==> src/rtl/omega_pkg.sv <==
package omega_pkg;

    localparam int unsigned PORTS  = 8;
    localparam int unsigned ADDR_W = $clog2(PORTS);
    localparam int unsigned STAGES = ADDR_W;
    localparam int unsigned ELEMS  = PORTS / 2;

    typedef logic [ADDR_W-1:0] addr_t;

    // Route of one request: the line it leaves each rank on, and each element setting.
    typedef struct packed {
        addr_t [STAGES-1:0] exit_line;
        logic  [STAGES-1:0] swap;
    } route_t;

    // Perfect shuffle: rotate the port index left by one.
    function automatic addr_t shuffle(addr_t x);
        return {x[ADDR_W-2:0], x[ADDR_W-1]};
    endfunction

    // Rank k resolves address bit ADDR_W-1-k (the most significant bit first).
    function automatic route_t plan_route(addr_t src, addr_t dst);
        route_t r;
        addr_t  ln;
        ln = src;
        for (int k = 0; k < STAGES; k++) begin
            ln             = {ln[ADDR_W-2:0], dst[ADDR_W-1-k]};
            r.exit_line[k] = ln;
            r.swap[k]      = src[ADDR_W-1-k] ^ dst[ADDR_W-1-k];
        end
        return r;
    endfunction

endpackage

==> src/rtl/omega_element.sv <==
module omega_element #(
    parameter int unsigned DATA_W = 16
) (
    input  logic                   swap_i,
    input  logic [1:0]             vld_i,
    input  logic [1:0][DATA_W-1:0] dat_i,
    output logic [1:0]             vld_o,
    output logic [1:0][DATA_W-1:0] dat_o
);

    always_comb begin
        if (swap_i) begin
            vld_o = {vld_i[0], vld_i[1]};
            dat_o = {dat_i[0], dat_i[1]};
        end else begin
            vld_o = vld_i;
            dat_o = dat_i;
        end
    end

endmodule

==> src/rtl/omega_stage.sv <==
module omega_stage
    import omega_pkg::*;
#(
    parameter int unsigned DATA_W = 16
) (
    input  logic [ELEMS-1:0]             swap_i,
    input  logic [PORTS-1:0]             vld_i,
    input  logic [PORTS-1:0][DATA_W-1:0] dat_i,
    output logic [PORTS-1:0]             vld_o,
    output logic [PORTS-1:0][DATA_W-1:0] dat_o
);

    logic [PORTS-1:0]             sh_vld;
    logic [PORTS-1:0][DATA_W-1:0] sh_dat;

    // Shuffle wiring ahead of the rank.
    for (genvar i = 0; i < PORTS; i++) begin : g_shuffle
        localparam int unsigned DST = int'(shuffle(addr_t'(i)));
        assign sh_vld[DST] = vld_i[i];
        assign sh_dat[DST] = dat_i[i];
    end

    for (genvar j = 0; j < ELEMS; j++) begin : g_elem
        omega_element #(.DATA_W(DATA_W)) u_elem (
            .swap_i (swap_i[j]),
            .vld_i  (sh_vld[2*j+1:2*j]),
            .dat_i  (sh_dat[2*j+1:2*j]),
            .vld_o  (vld_o[2*j+1:2*j]),
            .dat_o  (dat_o[2*j+1:2*j])
        );
    end

endmodule

==> src/rtl/omega_arbiter.sv <==
module omega_arbiter
    import omega_pkg::*;
(
    input  logic                           en_i,
    input  logic [PORTS-1:0]               req_vld_i,
    input  logic [PORTS-1:0][ADDR_W-1:0]   req_dst_i,
    output logic [PORTS-1:0]               grant_o,
    output logic [STAGES-1:0][ELEMS-1:0]   swap_o
);

    route_t                       route [PORTS];
    logic [STAGES-1:0][PORTS-1:0] busy;
    logic                         hit;

    for (genvar i = 0; i < PORTS; i++) begin : g_route
        assign route[i] = plan_route(addr_t'(i), req_dst_i[i]);
    end

    // Lower source index first: a request is taken when none of its lines is busy.
    always_comb begin
        busy    = '0;
        grant_o = '0;
        swap_o  = '0;
        hit     = 1'b0;
        for (int i = 0; i < PORTS; i++) begin
            hit = 1'b0;
            for (int k = 0; k < STAGES; k++) begin
                hit = hit | busy[k][route[i].exit_line[k]];
            end
            if (en_i && req_vld_i[i] && !hit) begin
                grant_o[i] = 1'b1;
                for (int k = 0; k < STAGES; k++) begin
                    busy[k][route[i].exit_line[k]] = 1'b1;
                    swap_o[k][route[i].exit_line[k][ADDR_W-1:1]] = route[i].swap[k];
                end
            end
        end
    end

endmodule

==> src/rtl/omega_fabric.sv <==
module omega_fabric
    import omega_pkg::*;
#(
    parameter int unsigned DATA_W = 16
) (
    input  logic                           clk,
    input  logic                           rst,
    input  logic [PORTS-1:0]               in_valid_i,
    input  logic [PORTS-1:0][ADDR_W-1:0]   in_dest_i,
    input  logic [PORTS-1:0][DATA_W-1:0]   in_data_i,
    output logic [PORTS-1:0]               in_grant_o,
    output logic [PORTS-1:0]               out_valid_o,
    output logic [PORTS-1:0][DATA_W-1:0]   out_data_o
);

    logic [STAGES-1:0][ELEMS-1:0] swap;
    logic [PORTS-1:0]             vld_chain [STAGES+1];
    logic [PORTS-1:0][DATA_W-1:0] dat_chain [STAGES+1];

    omega_arbiter u_arb (
        .en_i      (!rst),
        .req_vld_i (in_valid_i),
        .req_dst_i (in_dest_i),
        .grant_o   (in_grant_o),
        .swap_o    (swap)
    );

    assign vld_chain[0] = in_grant_o;
    for (genvar i = 0; i < PORTS; i++) begin : g_gate
        assign dat_chain[0][i] = in_grant_o[i] ? in_data_i[i] : '0;
    end

    for (genvar s = 0; s < STAGES; s++) begin : g_rank
        omega_stage #(.DATA_W(DATA_W)) u_stage (
            .swap_i (swap[s]),
            .vld_i  (vld_chain[s]),
            .dat_i  (dat_chain[s]),
            .vld_o  (vld_chain[s+1]),
            .dat_o  (dat_chain[s+1])
        );
    end

    always_ff @(posedge clk) begin
        if (rst) begin
            out_valid_o <= '0;
            out_data_o  <= '0;
        end else begin
            out_valid_o <= vld_chain[STAGES];
            out_data_o  <= dat_chain[STAGES];
        end
    end

    // no grant without a request
    a_r2_grant_needs_req: assert property (@(posedge clk) disable iff (rst)
        (in_grant_o & ~in_valid_i) == '0);

    // words out match grants one cycle earlier
    a_r4_count_kept: assert property (@(posedge clk) disable iff (rst)
        $countones(out_valid_o) == $countones($past(in_grant_o)));

    // progress and top priority
    a_r5_some_grant: assert property (@(posedge clk) disable iff (rst)
        (|in_valid_i) |-> (|in_grant_o));
    a_r5_src0_wins: assert property (@(posedge clk) disable iff (rst)
        in_valid_i[0] |-> in_grant_o[0]);

    // each granted word reaches its sink intact
    for (genvar i = 0; i < PORTS; i++) begin : g_chk
        a_r3_delivered: assert property (@(posedge clk) disable iff (rst)
            in_grant_o[i] |=> (out_valid_o[$past(in_dest_i[i])] &&
                               out_data_o[$past(in_dest_i[i])] == $past(in_data_i[i])));
    end

endmodule

==> config.mk <==
export PLATFORM = sky130hd
export DESIGN_NAME = omega_fabric
export DESIGN_NICKNAME = d
export VERILOG_FILES = /design/src/rtl/omega_pkg.sv /design/src/rtl/omega_element.sv /design/src/rtl/omega_stage.sv /design/src/rtl/omega_arbiter.sv /design/src/rtl/omega_fabric.sv
export SDC_FILE = /design/constraint.sdc
export NUM_CORES = 1
export LEC_CHECK = 0
export ABC_CLOCK_PERIOD_IN_PS = 7200
export BUFFER_PORTS_ARGS = -buffer_cell sky130_fd_sc_hd__buf_2
export CAP_MARGIN = 20
export CORE_MARGIN = 4
export CORE_UTILIZATION = 25
export DETAILED_ROUTE_END_ITERATION = 8
export GPL_TIMING_DRIVEN = 0
export PLACE_DENSITY_LB_ADDON = 0.25
export SLEW_MARGIN = 20
export SYNTH_ARGS = -nofsm -noshare
export SYNTH_HDL_FRONTEND = slang
export SYNTH_SLANG_ARGS = --single-unit
==> constraint.sdc <==
create_clock -name clk -period 7.2 [get_ports clk]
set_input_delay 1.44 -clock clk [delete_from_list [all_inputs] [get_ports clk]]
set_output_delay 1.44 -clock clk [all_outputs]
set_load 0.02 [all_outputs]
==> metrics.cfg <==
[place]
finalWeightedCongestion = 0.997
place_hpwl_um = 50700
placement.io_buffers = 290

[cells_and_area]
areaGrowthSynthToFinish_pct = 32.7
final_layout_size_suffix_gt1_share_pct = 40.4
finalNetCount = 1732

[critical_path]
crit_path_max_fanout = 10
worstSetupEndpointType = output port
cp_slowest_stage_delay_ns = 0.46
count_of_buffering_cells_on_the_critical_path_with_inverters_included = 5
worstPathRequired_ns = 5.76
timing.critical_path.arrival_ns = 5.63
critical-path-slowest-cell = sky130_fd_sc_hd__a2111o_1
critPathKind = input port to output port
worstSetupStartpointType = input port
cp_top_family = compound AO/OA/AOI/OAI gates
cp_cell_sequence = clkbuf_4 > or3b_1 > buf_6 > o22ai_2 > and2_1 > a21oi_1 > o211ai_1 > a22oi_1 > a2111o_1 > a211o_1 > a211oi_4 > nand3_2 > o21a_1 > clkbuf_4 > clkbuf_8 > a21oi_1 > nor3_2 > buf_4

[min_path]
worst_hold_path.num_cells = 3
worst_hold_path_ep = out_data_o[62]
timing.hold.worst.start = in_data_i[126]
hold_path_class = input port to flop

[detailed_routing]
detail_route.wl_per_cell_um = 28.5
met3_length_um = 5710
vias_per_cell = 5.87
maxUsedRoutingLayer = met5
post-route-drc-count = 0
length_of_routed_wiring_on_met1_um = 27500
vias = 12800
routed_wl_um = 62100
antenna_left = 0
initialDrtViolationCount = 1399
drt_first_pass_iters = 6
met2WireLength_um = 26700

[logic_synthesis]
synth_most_common_cell = sky130_fd_sc_hd__dfxtp_1
syn_area_per_cell_um2 = 8.96
postSynth.asyncResetShare_pct = 0
yosys_most_used_dff = sky130_fd_sc_hd__dfxtp_1
mappedNetlistNets = 1391
syn_inst_count = 1229
mappedNetlistArea_um2 = 11000
ys_seq_elements = 136
synth_sequential_area_ratio_pct = 24.7
ys_top_cells_by_area = sky130_fd_sc_hd__dfxtp_1 (25%), sky130_fd_sc_hd__mux2i_1 (11%), sky130_fd_sc_hd__mux2_2 (11%)
yosys-top-cells-count = sky130_fd_sc_hd__dfxtp_1 (136), sky130_fd_sc_hd__mux2i_1 (123), sky130_fd_sc_hd__mux2_2 (103)
synth_top_cell_area_share_pct = 24.7
yosysWarningCount = 0
netlist_cell_types = 106
synth-edff-count = 0
synth_area_leader_cell = sky130_fd_sc_hd__dfxtp_1

[cts]
max-clock-path-buffers = 2
root_buffer = sky130_fd_sc_hd__clkbuf_16
hold_buffer_count_at_cts = 0
cts.sinks = 136
cts_inserted_buffers = 17
clock_tree.htree_level_count = 4
clk_pin_slew_ns = 0.06
cts_tree = done

[sta]
timing_worst_slew_pin_value_ns = 1.11
maxClockFrequency_mhz = 142
final_hold_viols = 0
fin_crit_sh_pct = 98.1
tns_ns = 0
slew_headroom_pct = 25.9
final_max_slew_viol_count = 0
min_clock_period_post_route_ns = 7.07
setup_viol_count_final = 0
rsz0062_at_grt = false

[power_and_ir_drop]
power_density_nw_per_um2 = 181
ir_drop_uv = 144
fin_total_pwr_w = 0.00264
power_leakage_nw = 5.88

[floorplan]
initial_utilization_pct = 25.4
die_area_um2 = 47500
floorplan.die.width_um = 218
rows = 76
die_height_um = 218
top_level_ports = 306
core_um2 = 43400

[global_route]
antenna_found_initial = 18
grtUsageTotal_pct = 24.6
overflow = 0
grt_pass1_wl_um = 86500
vias_in_the_first_global_route = 12200
grt_max_degree = 17

[job]
drv_cap = 0

[outcome]
status = finished clean

metal layers:
layer	up-vias	GRT usage (%)
met4	18	7.98
met5	-	0
met2	724	36.8
li1	5588	-
met1	6306	34.6
met3	138	6.21
report_power, final:
part / leakage [nW] / internal (W) / total, W / switching, W
registers: 1.11 / 0.000832 / 0.000859 / 0.0000269
logic: 4.52 / 0.000352 / 0.000997 / 0.000645
clock network: 0.249 / 0.000439 / 0.000788 / 0.000349
layout make-up:
| type | count | area (µm²) |
|---|---|---|
| multi-input cells | 957 | 8170 |
| flip-flops and latches | 136 | 2720 |
| plain buffers | 109 | 639 |
| diodes | 10 | 25.0 |
| clock inverters | 14 | 101 |
| clock buffers | 18 | 429 |
| well taps | 585 | 732 |
| inverters | 26 | 101 |
| repair buffers | 323 | 1710 |
| fillers | 4610 | 28700 |
worst max path at each step:
stage | endpoint | slack, ns | from | cells after the start
floorplan | in_grant_o[7] | 0.15 | in_dest_i[0] | 19
global placement | in_grant_o[7] | -1.74 | in_dest_i[2] | 20
detailed placement | in_grant_o[7] | -1.69 | in_dest_i[2] | 20
CTS | in_grant_o[7] | 0.01 | in_dest_i[0] | 21
global route | in_grant_o[7] | 0.002 | rst | 19
finish | in_grant_o[7] | 0.13 | in_dest_i[0] | 18
flip-flops by register name, summed over array words and instances (netlist names):
| signal | count |
|---|---|
| out_valid_o | 8 |
| out_data_o | 128 |
cells in the final DEF (no fill, tap or decap), drive strengths merged, types with 28 or more instances in the layout:
master,count
clkbuf,73
a32oi,51
nand4,32
mux2i,125
buf,377
o21ai,31
dfxtp,136
a21oi,46
nand2,55
nor3,32
mux2,116
nand3,29
inv,28
a32o,65
nor2,73
kinds of logic (layout without fill, tap and decap cells):
group,Yosys count,after routing,share of synthesized area [%]
DFF,136,136,24.7
buffers and inverters,136,490,6.00
other,0,10,0
AOI/OAI and AO/OA,368,368,27.5
and+or+nand+nor,328,328,16.7
muxes,241,241,23.5
xor gates and xnor gates,20,20,1.59
timing repair:
action / 4_1_cts / 5_1_grt
endpoints found under the setup margin: 3 / 1
pin swaps: 24 / 22
gates resized for setup: 86 / 50
setup buffers: 22 / 11
through the flow:
step / hold slack, ns / area, µm² / worst slack, ns / util [%] / instances
2_1_floorplan: 1.62 / 11000 / 0.148 / - / 1229
3_3_place_gp: 1.81 / 13200 / -1.74 / 30.4 / 2104
5_1_grt: 1.38 / 14600 / 0.00206 / 33.7 / 2176
6_report: 1.37 / 14600 / 0.135 / 33.7 / 2178
4_1_cts: 1.35 / 14300 / 0.0105 / 33.0 / 2158
3_5_place_dp: 1.81 / 13200 / -1.69 / 30.5 / 2104
Note: power is estimated with default switching activity, not from simulation.
